File: src/rtl/scanPkg.sv
package scanPkg;

  localparam int PIX_BITS = 4;
  localparam int BYTE_W = 8;
  localparam int RGB_W = 24;
  localparam int PIX_PER_BYTE = BYTE_W / PIX_BITS;

  typedef enum logic [1:0] {
    S_IDLE,
    S_FETCH,
    S_HIGH,
    S_LOW
  } scanState_t;

  // strobes from control to datapath, one cycle each
  typedef struct packed {
    logic start;    // clear counters for a new frame
    logic fetch;    // issue a byte read this cycle
    logic capture;  // read data is on the bus: latch it, emit left pixel
    logic emitLow;  // emit right pixel from the held byte
  } scanStrobe_t;

  function automatic logic [RGB_W-1:0] paletteColor(input logic [PIX_BITS-1:0] idx);
    logic [RGB_W-1:0] rgb;
    case (idx)
      4'h0: rgb = 24'h1a1c2c;
      4'h1: rgb = 24'h5d275d;
      4'h2: rgb = 24'hb13e53;
      4'h3: rgb = 24'hef7d57;
      4'h4: rgb = 24'hffcd75;
      4'h5: rgb = 24'ha7f070;
      4'h6: rgb = 24'h38b764;
      4'h7: rgb = 24'h257179;
      4'h8: rgb = 24'h29366f;
      4'h9: rgb = 24'h3b5dc9;
      4'hA: rgb = 24'h41a6f6;
      4'hB: rgb = 24'h73eff7;
      4'hC: rgb = 24'hf4f4f4;
      4'hD: rgb = 24'h94b0c2;
      4'hE: rgb = 24'h566c86;
      default: rgb = 24'h333c57;
    endcase
    return rgb;
  endfunction

endpackage

File: src/rtl/paletteLut.sv
module paletteLut
  import scanPkg::*;
(
  input  logic [PIX_BITS-1:0] colorIdx,
  output logic [RGB_W-1:0]    colorRgb
);

  always_comb colorRgb = paletteColor(colorIdx);

endmodule

File: src/rtl/scanControl.sv
module scanControl
  import scanPkg::*;
(
  input  logic        clk,
  input  logic        rstN,
  input  logic        frameTick,
  input  logic        moreBytes,
  output scanStrobe_t stb,
  output logic        busy
);

  scanState_t stateQ, stateD;

  always_comb begin
    stateD = stateQ;
    stb = '0;
    unique case (stateQ)
      S_IDLE: begin
        if (frameTick) begin
          stb.start = 1'b1;
          stateD = S_FETCH;
        end
      end
      S_FETCH: begin
        stb.fetch = 1'b1;
        stateD = S_HIGH;
      end
      S_HIGH: begin
        stb.capture = 1'b1;
        stateD = S_LOW;
      end
      S_LOW: begin
        stb.emitLow = 1'b1;
        if (moreBytes) begin
          stb.fetch = 1'b1;   // overlap next read with the right pixel
          stateD = S_HIGH;
        end else begin
          stateD = S_IDLE;
        end
      end
      default: stateD = S_IDLE;
    endcase
  end

  always_ff @(posedge clk) begin
    if (!rstN) stateQ <= S_IDLE;
    else       stateQ <= stateD;
  end

  assign busy = (stateQ != S_IDLE);

  // a tick during a scan must not restart the walk
  assert_tick_ignored_R9: assert property (@(posedge clk) disable iff (!rstN)
    (stateQ != S_IDLE && frameTick) |=> (stateQ != S_FETCH));

  // a capture is always followed by the right pixel of the same byte
  assert_pair_order_R3: assert property (@(posedge clk) disable iff (!rstN)
    stb.capture |=> stb.emitLow);

endmodule

File: src/rtl/scanDatapath.sv
module scanDatapath
  import scanPkg::*;
#(
  parameter int ADDR_W   = 16,
  parameter int TOP_ADDR = 65535,
  parameter int COLS     = 100,
  parameter int ROWS     = 100
)(
  input  logic              clk,
  input  logic              rstN,
  input  scanStrobe_t       stb,
  input  logic [BYTE_W-1:0] memData,
  output logic              memReq,
  output logic [ADDR_W-1:0] memAddr,
  output logic              moreBytes,
  output logic              pixValid,
  output logic [RGB_W-1:0]  pixRgb,
  output logic              pixSof,
  output logic              pixEol
);

  localparam int PIXELS = COLS * ROWS;
  localparam int BYTES  = PIXELS / PIX_PER_BYTE;
  localparam int COL_W  = $clog2(COLS);
  localparam int ROW_W  = $clog2(ROWS + 1);
  localparam int CNT_W  = $clog2(BYTES + 1);
  localparam logic [ADDR_W-1:0] FIRST_ADDR = ADDR_W'(TOP_ADDR);
  localparam logic [ADDR_W-1:0] LAST_ADDR  = ADDR_W'(TOP_ADDR - BYTES + 1);

  logic [ADDR_W-1:0] nextAddrQ;
  logic [CNT_W-1:0]  fetchCntQ;
  logic [BYTE_W-1:0] byteQ;
  logic [COL_W-1:0]  colQ;
  logic [ROW_W-1:0]  rowQ;
  logic [PIX_BITS-1:0] pixIdx;
  logic [RGB_W-1:0]  lutRgb;
  logic              emitting;
  logic              atLastCol;

  // read port
  assign memReq    = stb.fetch;
  assign memAddr   = nextAddrQ;
  assign moreBytes = (fetchCntQ != CNT_W'(BYTES));

  always_ff @(posedge clk) begin
    if (!rstN) begin
      nextAddrQ <= FIRST_ADDR;
      fetchCntQ <= '0;
    end else if (stb.start) begin
      nextAddrQ <= FIRST_ADDR;
      fetchCntQ <= '0;
    end else if (stb.fetch) begin
      nextAddrQ <= nextAddrQ - 1'b1;   // framebuffer grows downward
      fetchCntQ <= fetchCntQ + 1'b1;
    end
  end

  // byte hold: left pixel is taken straight off the bus, right pixel later
  always_ff @(posedge clk) begin
    if (!rstN)            byteQ <= '0;
    else if (stb.capture) byteQ <= memData;
  end

  assign emitting = stb.capture | stb.emitLow;
  assign pixIdx   = stb.capture ? memData[BYTE_W-1 -: PIX_BITS]
                                : byteQ[PIX_BITS-1:0];

  paletteLut lut (
    .colorIdx (pixIdx),
    .colorRgb (lutRgb)
  );

  // raster position
  assign atLastCol = (colQ == COL_W'(COLS - 1));

  always_ff @(posedge clk) begin
    if (!rstN || stb.start) begin
      colQ <= '0;
      rowQ <= '0;
    end else if (emitting) begin
      if (atLastCol) begin
        colQ <= '0;
        rowQ <= rowQ + 1'b1;
      end else begin
        colQ <= colQ + 1'b1;
      end
    end
  end

  // registered pixel output
  always_ff @(posedge clk) begin
    if (!rstN) begin
      pixValid <= 1'b0;
      pixRgb   <= '0;
      pixSof   <= 1'b0;
      pixEol   <= 1'b0;
    end else begin
      pixValid <= emitting;
      pixRgb   <= emitting ? lutRgb : '0;
      pixSof   <= emitting && colQ == '0 && rowQ == '0;
      pixEol   <= emitting && atLastCol;
    end
  end

  assert_addr_window_R2: assert property (@(posedge clk) disable iff (!rstN)
    memReq |-> (memAddr <= FIRST_ADDR && memAddr >= LAST_ADDR));

  assert_capture_after_read_R5: assert property (@(posedge clk) disable iff (!rstN)
    stb.capture |-> $past(memReq));

  assert_single_sof_R6: assert property (@(posedge clk) disable iff (!rstN)
    pixSof |=> !pixSof);

  assert_eol_on_pixel_R7: assert property (@(posedge clk) disable iff (!rstN)
    pixEol |-> pixValid);

  assert_no_stream_gap_R8: assert property (@(posedge clk) disable iff (!rstN)
    (stb.capture) |=> (pixValid && stb.emitLow));

endmodule

File: src/rtl/fbScanout.sv
module fbScanout
  import scanPkg::*;
#(
  parameter int ADDR_W   = 16,
  parameter int TOP_ADDR = 65535,
  parameter int COLS     = 100,
  parameter int ROWS     = 100
)(
  input  logic              clk,
  input  logic              rstN,
  input  logic              frameTick,
  output logic              memReq,
  output logic [ADDR_W-1:0] memAddr,
  input  logic [BYTE_W-1:0] memData,
  output logic              busy,
  output logic              pixValid,
  output logic [RGB_W-1:0]  pixRgb,
  output logic              pixSof,
  output logic              pixEol
);

  scanStrobe_t stb;
  logic        moreBytes;

  scanControl ctrl (
    .clk       (clk),
    .rstN      (rstN),
    .frameTick (frameTick),
    .moreBytes (moreBytes),
    .stb       (stb),
    .busy      (busy)
  );

  scanDatapath #(
    .ADDR_W   (ADDR_W),
    .TOP_ADDR (TOP_ADDR),
    .COLS     (COLS),
    .ROWS     (ROWS)
  ) dp (
    .clk       (clk),
    .rstN      (rstN),
    .stb       (stb),
    .memData   (memData),
    .memReq    (memReq),
    .memAddr   (memAddr),
    .moreBytes (moreBytes),
    .pixValid  (pixValid),
    .pixRgb    (pixRgb),
    .pixSof    (pixSof),
    .pixEol    (pixEol)
  );

  assert_idle_quiet_R1: assert property (@(posedge clk) disable iff (!rstN)
    !busy |-> !memReq);

endmodule

File: config.mk
export PLATFORM = sky130hd
export DESIGN_NAME = fbScanout
export DESIGN_NICKNAME = d
export VERILOG_FILES = /design/src/rtl/scanPkg.sv /design/src/rtl/paletteLut.sv /design/src/rtl/scanControl.sv /design/src/rtl/scanDatapath.sv /design/src/rtl/fbScanout.sv
export SDC_FILE = /design/constraint.sdc
export NUM_CORES = 1
export LEC_CHECK = 0
export BUFFER_PORTS_ARGS = -buffer_cell sky130_fd_sc_hd__buf_2
export CELL_PAD_IN_SITES_DETAIL_PLACEMENT = 0
export CELL_PAD_IN_SITES_GLOBAL_PLACEMENT = 1
export CORE_ASPECT_RATIO = 0.5
export CORE_MARGIN = 3
export CORE_UTILIZATION = 43
export CTS_CLUSTER_DIAMETER = 30
export CTS_CLUSTER_SIZE = 10
export DETAILED_ROUTE_END_ITERATION = 8
export GPL_ROUTABILITY_DRIVEN = 1
export GPL_TIMING_DRIVEN = 0
export PLACE_DENSITY_LB_ADDON = 0.1
export SLEW_MARGIN = 20
export SYNTH_ARGS = -nofsm -noshare
export SYNTH_HDL_FRONTEND = slang
export SYNTH_SLANG_ARGS = --single-unit
File: constraint.sdc
create_clock -name clk -period 2.35 [get_ports clk]
set_input_delay 0.47 -clock clk [delete_from_list [all_inputs] [get_ports clk]]
set_output_delay 0.47 -clock clk [all_outputs]
set_load 0.05 [all_outputs]
==> results of run 1 <==
sequential cells by signal, summed over array words and instances (netlist names):
| name | cells |
|---|---|
| dp.fetchCntQ | 13 |
| dp.memAddr | 16 |
| dp.colQ | 7 |
| ctrl.stateQ | 2 |
| dp.byteQ | 4 |
| dp.pixValid | 1 |
| dp.pixSof | 1 |
| dp.pixRgb | 24 |
| dp.pixEol | 1 |
| dp.rowQ | 7 |
worst min-delay path by stage:
| stage | endpoint | depth (start not counted) | slack [ps] |
|---|---|---|---|
| after floorplan | dp.byteQ[0] | 2 | 470 |
| after global placement | dp.memAddr[15] | 2 | 490 |
| after detailed placement | dp.byteQ[0] | 2 | 490 |
| after CTS | dp.byteQ[1] | 3 | 380 |
| after global routing | dp.byteQ[0] | 3 | 390 |
| final | dp.byteQ[0] | 3 | 390 |
area by class of cell:
type,count,area share [%]
Tap cell,112,3.06
Inverter,20,1.72
Clock buffer,11,5.09
Sequential cell,76,33.4
Timing Repair Buffer,63,7.55
Multi-Input combinational cell,306,44.4
Buffer,21,2.54
Clock inverter,5,2.19
cells by family (layout without fill, tap and decap cells):
logic type	after synthesis	count (layout)	synth area share (%)
compound gates	70	70	12.6
xor+xnor	23	23	5.38
fa+ha+maj	21	21	7.02
buf+inv	42	120	5.38
flops	76	76	40.7
mux	17	17	5.48
simple gates	175	175	23.4
layer usage:
metal	track usage, %	up-vias	wire [um]
li1	-	1641	-
met1	25.3	1457	4260
met5	0	-	0
met3	5.12	11	426
met2	28.9	70	3650
met4	4.38	0	87
cell usage in the layout (no fill, tap or decap), types with 15 or more instances in the layout:
master,n
nand3_1,15
dfxtp_1,73
nor3_1,17
xnor2_1,16
buf_2,61
a21oi_1,17
ha_1,21
nor2_1,42
inv_1,17
nand2_1,45
critical path, cell delays in order, from the launching register on:
cell and delay, ps:
dfxtp_2 320, or4b_4 560, o41ai_4 290, inv_2 100, buf_8 160
report_power, final:
group          switching [uW]  internal [uW]  leakage (uW)
Sequential               14.4           1320      0.000617
Clock                     509           1030      0.000163
Combinational             314            153       0.00108
Total                     838           2500       0.00187
through the flow:
stage / power (uW) / instances
after floorplan: 1700 / 424
after global placement: 1810 / 591
after detailed placement: 1810 / 591
after CTS: 3380 / 612
after global routing: 3480 / 614
final: 3340 / 614
what timing repair did:
item                       in CTS  in global routing
pin swaps                       2                  1
setup endpoints to repair       4                  5
setup buffers                   6                  2
resized for setup              10                  2
==> results.py, run 1 <==
metrics = {
    "sta": {
        "skew_ps": 7.14,
        "tns_ps": 0,
        "period_share_pct": 95.1,
        "setup_slack_ps": 115,
        "hold-worst-slack_ps": 390,
        "fmax_mhz": 447,
        "rsz0062_at_grt": "no",
        "worstMarginPinSlew_ps": 673,
        "period_needed_ps": 2240,
        "finalMaxSlewViolations": 0,
        "hold_viol": 0,
        "finalSetupViolCount": 0,
        "slew_headroom_pct": 54.7,
    },
    "logic_synthesis": {
        "synth_nets": 456,
        "synth_edf_count": 0,
        "ys_types": 58,
        "netlist_instances": 424,
        "synthFlopType": "dfxtp_1",
        "yosys_warnings": 0,
        "synthArstFlopShare_pct": 0,
        "synth_area_sq_um": 3740,
        "synth.area.top_cells": "dfxtp_1, ha_1, nand2_1",
        "synth_area_leader_cell": "dfxtp_1",
        "yosysMostFrequentCell": "dfxtp_1",
        "synth-seq-cells": 76,
        "netlist.area_leader.share_pct": 40.7,
        "syn_area_per_cell_sq_um": 8.82,
        "yosys-top-cells-count": "dfxtp_1, nand2_1, nor2_1",
        "ys_seq_area_share_pct": 40.7,
    },
    "floorplanning": {
        "num_rows": 23,
        "core_sq_um": 8230,
        "die_h_um": 72.0,
        "dieArea_sq_um": 9920,
        "die_x_um": 138,
        "start_util_pct": 45.5,
        "io_pins": 56,
    },
    "drt": {
        "drc": 0,
        "drt_iter0_markers": 132,
        "totalWireLength_um": 8420,
        "drtAntennaViolNets": 0,
        "via_per_inst": 5.18,
        "firstDrtPassIters": 4,
        "vias": 3179,
        "wl_per_cell_um": 13.7,
    },
    "cts": {
        "numCtsBuffers": 9,
        "cts_tree": "yes",
        "root_buffer": "clkbuf_16",
        "hold_buffers": 0,
        "clock_sinks": 76,
        "clock_latency_ps": 330,
        "h-tree-depth": 3,
        "clockBufferDepth": 2,
        "clk_pin_slew_ps": 60,
    },
    "placement": {
        "numPortBuffers": 55,
        "pre_cts_ws_ps": -170,
        "placed_area_sq_um": 4160,
        "place_hpwl_um": 5820,
        "gp_congestion": 0.832,
    },
    "global_routing": {
        "grt_pass1_vias": 2983,
        "grt_pass1_wl_um": 14600,
        "antenna_found_initial": 0,
        "grt_max_degree": 15,
        "track_usage_pct": 18.4,
        "grt_overflow": 0,
    },
    "worst_setup_path": {
        "timing.rr.start": "ctrl.stateQ[1]",
        "timing.rr.end": "dp.pixRgb[2]",
        "critPathLaunchType": "flip-flop",
        "arrival_ps": 1770,
        "critical_path_required_ps": 1880,
        "cp-startpoint": "dp.fetchCntQ[6]",
        "r2r_cells": 8,
        "endpoint": "memReq",
        "critical_path_class": "flip-flop to primary output",
        "worst_setup_path_end_kind": "primary output",
        "r2r_slack_ps": 140,
        "worstPathMaxFanout": 2,
    },
    "cells_and_area": {
        "multi_input_area_sq_um": 2030,
        "seq_area_sq_um": 1530,
        "final_core_util_pct": 55.6,
        "finish.instance_area_sq_um": 4570,
        "area_growth_pct": 22.2,
        "final_layout_size_suffix_gt1_share_pct": 23.1,
        "diodes": 0,
        "fillers": 804,
        "nets": 529,
    },
    "pwr": {
        "power.density_nw_per_um2": 731,
        "ir_drop_mv": 0.429,
        "p_leak_uw": 0.00187,
    },
    "status": {
        "status": "completed",
    },
    "flow_run": {
        "max_cap_viol_count": 0,
    },
    "min_path": {
        "hp-start": "memData[0]",
        "hold_class": "input pin to flip-flop",
    },
}
Note: power is estimated with default switching activity, not from simulation.
==> inputs of run 2 (changes only) <==
- CORE_MARGIN: 3 -> default
==> run 2 against run 1 <==
  * Critical path depth unchanged
  * Final cell count down 0.65%
  * Non-clock buffer count did not move
  * Final area fell by 1.9%
  * Sequential share of layout area is 0.63 points higher
  * Fmax rose by 0.12%
  * Clock-buffer cell count is 1 higher
  * Largest power group is now sequential cells
==> results.py, run 2 (synthesis results as in run 1) <==
metrics = {
    "pwr": {
        "power.density_nw_per_um2": 668,
        "ir_drop_mv": 0.425,
        "p_leak_uw": 0.00182,
    },
    "worst_setup_path": {
        "endpoint": "memReq",
        "worstPathMaxFanout": 3,
        "timing.rr.end": "dp.pixRgb[9]",
        "arrival_ps": 1760,
        "cp_slowest_cell": "or4b_4",
        "r2r_cells": 7,
        "critical_path_class": "flip-flop to primary output",
        "worst_setup_path_end_kind": "primary output",
        "r2r_slack_ps": 180,
        "cp-startpoint": "dp.fetchCntQ[6]",
        "critical_path_required_ps": 1880,
        "critPathLaunchType": "flip-flop",
        "crit_chain": "or4b_4 > o41ai_4 > inv_2 > buf_8",
        "timing.rr.start": "ctrl.stateQ[1]",
        "crit_path_max_incr_delay_ps": 560,
    },
    "cells_and_area": {
        "diodes": 0,
        "multi_input_area_sq_um": 2030,
        "final_common_cell": "dfxtp_1",
        "layout_common_cells": "dfxtp_1, buf_2, nand2_1",
        "final_layout_size_suffix_gt1_share_pct": 22.5,
        "area_growth_pct": 19.9,
        "fillers": 771,
        "largest_register": "dp.pixRgb",
        "seq_area_sq_um": 1530,
        "stdcell_count": 610,
        "nets": 529,
        "largest_reg_flops": 24,
        "top_regs": "dp.pixRgb (24), dp.memAddr (16), dp.fetchCntQ (13)",
    },
    "placement": {
        "numPortBuffers": 55,
        "pre_cts_ws_ps": -124,
        "place_hpwl_um": 5640,
        "gp_congestion": 0.841,
        "place_inst": 591,
    },
    "cts": {
        "cts_tree": "yes",
        "hold_buffers": 0,
        "clock_sinks": 76,
        "root_buffer": "clkbuf_16",
        "numCtsBuffers": 9,
        "h-tree-depth": 3,
        "clock_latency_ps": 330,
        "clk_pin_slew_ps": 60,
        "clockBufferDepth": 2,
    },
    "drt": {
        "drt_iter0_markers": 123,
        "drc": 0,
        "vias": 3082,
        "totalWireLength_um": 8070,
        "wl_per_cell_um": 13.2,
        "drtAntennaViolNets": 0,
        "firstDrtPassIters": 4,
        "via_per_inst": 5.05,
    },
    "floorplanning": {
        "start_util_pct": 45.6,
        "num_rows": 23,
        "core_sq_um": 8200,
        "io_pins": 56,
        "die_h_um": 68.0,
        "dieArea_sq_um": 9100,
        "die_x_um": 134,
    },
    "sta": {
        "finalSetupViolCount": 0,
        "rsz0062_at_grt": "no",
        "period_needed_ps": 2230,
        "worstMarginPinSlew_ps": 636,
        "hold-worst-slack_ps": 382,
        "fmax_mhz": 448,
        "slew_headroom_pct": 57.2,
        "skew_ps": 10.7,
        "period_share_pct": 95.0,
        "setup_slack_ps": 117,
        "hold_viol": 0,
        "tns_ps": 0,
        "finalMaxSlewViolations": 0,
    },
    "global_routing": {
        "grt_pass1_wl_um": 13300,
        "grt_pass1_vias": 2677,
        "antenna_found_initial": 0,
        "grt_max_degree": 15,
        "grt_overflow": 0,
        "track_usage_pct": 19.0,
    },
    "min_path": {
        "hold_class": "input pin to flip-flop",
        "hp-start": "memData[0]",
    },
    "status": {
        "status": "completed",
    },
    "flow_run": {
        "max_cap_viol_count": 0,
    },
}
[run 2: critical path: cells and delay by family, from the launching register on]
kind,cells,cell delay [ps]
compound gates,1,280
buf+inv,2,260
simple gates,1,560
flops,1,330
[run 2: repair_timing]
item,in CTS,in global routing
endpoints found under the setup margin,6,10
pin swaps,2,1
resized for setup,8,3
setup buffers,4,4
[run 2: worst min-delay path by stage]
stage / end / cells past startpoint
after floorplan: dp.byteQ[0] / 2
after global placement: dp.memAddr[15] / 2
after detailed placement: dp.fetchCntQ[1] / 2
after CTS: dp.byteQ[0] / 3
after global routing: dp.byteQ[3] / 3
final: dp.byteQ[0] / 3
[run 2: cell type report]
class                   instances  share of cell area (%)
plain buffers                  21                    2.57
well taps                     112                    3.12
inverters                      20                    1.76
clock buffers                  12                    5.50
flip-flops and latches         76                    34.0
multi-input cells             306                    45.3
repair buffers                 63                    7.70
[run 2: stage by stage]
stage | area (sq um) | total power, uW | utilization [%]
2_1_floorplan | 3740 | 1700 | -
3_3_place_gp | 4160 | 1810 | 50.7
3_5_place_dp | 4160 | 1800 | 50.7
4_1_cts | 4440 | 3020 | 54.2
5_1_grt | 4480 | 3130 | 54.7
6_report | 4480 | 2990 | 54.7
[run 2: power by group]
| part | switching [uW] | total [uW] | internal (uW) | leakage (uW) |
|---|---|---|---|---|
| registers | 14.5 | 1330 | 1320 | 0.000617 |
| logic | 311 | 467 | 157 | 0.00108 |
| clock network | 473 | 1190 | 719 | 0.000120 |
[run 2: per-layer routing]
| metal | global-route usage (%) | part of all wire (%) | vias up |
|---|---|---|---|
| met5 | 0 | 0 | - |
| met4 | 6.53 | 1.6 | 0 |
| met3 | 5.85 | 4.9 | 12 |
| met2 | 29.0 | 42 | 70 |
| met1 | 25.4 | 51 | 1360 |
| li1 | - | - | 1640 |
==> inputs of run 3 (changes only) <==
- CORE_MARGIN: default -> 2
==> run 3 against run 2 <==
  * Clock power increased by 35%
  * Combinational power about the same
  * Fmax increased by 0.53%
  * Sequential power about the same
  * Die area increased by 4.5%
  * Clock skew decreased by 4.4 ps
  * Final cell count increased by 0.82%
  * Sequential share of layout area decreased by 0.83 points
  * Setup slack improved by 12 ps
  * Flip-flop and latch count unchanged
  * Clock-buffer cell count unchanged
  * Non-clock buffer count increased by 1
  * Critical path type unchanged
  * Largest cell class unchanged
==> results.py, run 3 (synthesis results as in run 1) <==
metrics = {
    "worst_setup_path": {
        "timing.rr.end": "dp.pixRgb[2]",
        "critical_path_class": "flip-flop to primary output",
        "crit_path_max_incr_delay_ps": 410,
        "endpoint": "memReq",
        "path_depth": 6,
        "cp.buffers_inverters": 3,
        "crit_chain": "inv_1 > ha_1 > nand4b_1 > o41ai_4 > inv_2 > buf_8",
        "timing.rr.start": "ctrl.stateQ[1]",
        "cp-startpoint": "dp.fetchCntQ[0]",
        "worstPathMaxFanout": 4,
        "critical_path_required_ps": 1880,
        "arrival_ps": 1750,
        "worst_setup_path_end_kind": "primary output",
        "critPathTopFamily": "compound AO/OA/AOI/OAI gates",
        "critPathLaunchType": "flip-flop",
        "cp_slowest_cell": "o41ai_4",
        "r2r_cells": 8,
        "r2r_slack_ps": 140,
    },
    "cells_and_area": {
        "finish.instance_area_sq_um": 4600,
        "stdcell_count": 615,
        "nets": 530,
        "fillers": 808,
        "final_common_cell": "dfxtp_1",
        "area_growth_pct": 22.9,
        "largest_register": "dp.pixRgb",
        "diodes": 0,
        "layout_common_cells": "dfxtp_1, buf_2, nand2_1",
        "multi_input_area_sq_um": 2030,
        "top_regs": "dp.pixRgb (24), dp.memAddr (16), dp.fetchCntQ (13)",
        "seq_area_sq_um": 1530,
        "largest_reg_flops": 24,
        "final_layout_size_suffix_gt1_share_pct": 23.5,
    },
    "pwr": {
        "p_sw_share_pct": 24.7,
        "p_leak_uw": 0.00188,
        "ir_drop_mv": 0.345,
        "power.density_nw_per_um2": 741,
        "clock_power_share_pct": 47.1,
        "pwr-share-comb_pct": 13.8,
        "total_power_uw": 3410,
        "p_int_uw": 2570,
        "power.switching_uw": 841,
        "seqPwrFrac_pct": 39.1,
    },
    "sta": {
        "period_share_pct": 94.5,
        "hold-worst-slack_ps": 389,
        "worstMarginPinSlew_ps": 588,
        "fmax_mhz": 450,
        "period_needed_ps": 2220,
        "tns_ps": 0,
        "skew_ps": 6.25,
        "finalMaxSlewViolations": 0,
        "rsz0062_at_grt": "yes",
        "slew_headroom_pct": 60.4,
        "hold_viol": 0,
        "finalSetupViolCount": 0,
    },
    "floorplanning": {
        "die_x_um": 136,
        "num_rows": 23,
        "start_util_pct": 45.5,
        "io_pins": 56,
        "dieArea_sq_um": 9510,
        "core_sq_um": 8230,
        "die_h_um": 70.0,
    },
    "drt": {
        "via_per_inst": 5.15,
        "vias": 3166,
        "wl_per_cell_um": 13.5,
        "drc": 0,
        "drt_iter0_markers": 124,
        "drtAntennaViolNets": 0,
        "totalWireLength_um": 8320,
        "firstDrtPassIters": 4,
    },
    "min_path": {
        "hold_class": "input pin to flip-flop",
        "min_path_cells": 3,
        "hp-start": "memData[1]",
    },
    "cts": {
        "cts_tree": "yes",
        "clk_pin_slew_ps": 60,
        "clock_latency_ps": 330,
        "root_buffer": "clkbuf_16",
        "h-tree-depth": 3,
        "numCtsBuffers": 9,
        "clockBufferDepth": 2,
        "clock_sinks": 76,
    },
    "placement": {
        "place_inst": 591,
        "placed_area_sq_um": 4160,
        "numPortBuffers": 55,
        "place_hpwl_um": 5670,
        "gp_congestion": 0.771,
    },
    "global_routing": {
        "grt_pass1_wl_um": 13900,
        "antenna_found_initial": 0,
        "grt_overflow": 0,
        "grt_pass1_vias": 2832,
        "grt_max_degree": 15,
        "track_usage_pct": 18.3,
    },
    "flow_run": {
        "max_cap_viol_count": 0,
    },
    "status": {
        "status": "completed",
    },
}
-- run 3: repair_timing --
item	in CTS	in global routing
hold buffers	0	0
resized for setup	10	1
gates cloned	0	0
pin swaps	2	1
endpoints found under the setup margin	4	4
buffers inserted	6	3
-- run 3: routing by layer --
metal | GRT usage [%] | vias up | part of all wire [%]
met5 | 0 | - | 0
met4 | 5.67 | 0 | 1.0
met3 | 5.37 | 9 | 4.0
met2 | 27.9 | 56 | 43
met1 | 24.9 | 1462 | 52
li1 | - | 1639 | -
-- run 3: layout make-up --
cell class / instances / share of cell area (%)
buffer: 21 / 2.50
clock buffer: 12 / 5.58
clock inverter: 4 / 2.07
inverter: 20 / 1.71
multi-input combinational: 306 / 44.2
sequential: 76 / 33.2
tap: 112 / 3.05
timing repair buffer: 64 / 7.68
-- run 3: worst min-delay path: cells and delay by family --
family | cells | cell delay [ps]
AO/OA/AOI/OAI | 1 | 60
AND/OR/NAND/NOR | 1 | 40
buffers and inverters | 1 | 90
-- run 3: how the worst min path moves through the flow --
stage / endpoint
after floorplan: dp.byteQ[0]
after detailed placement: dp.memAddr[15]
final: dp.byteQ[1]
after CTS: dp.byteQ[1]
after global placement: dp.byteQ[0]
after global routing: dp.byteQ[3]
-- run 3: through the flow --
step / setup WS (ps) / util, %
floorplan: 351 / -
global placement: -159 / 50.5
detailed placement: -148 / 50.5
CTS: -27.6 / 55.5
global route: -23.5 / 55.9
finish: 129 / 55.9
-- run 3: power by group through the flow --
stage	Combinational, uW	Sequential [uW]	Clock, uW
2_1_floorplan	262	1430	0
3_3_place_gp	446	1360	0
3_5_place_dp	443	1360	0
5_1_grt	512	1340	1700
4_1_cts	459	1330	1640
6_report	469	1330	1610
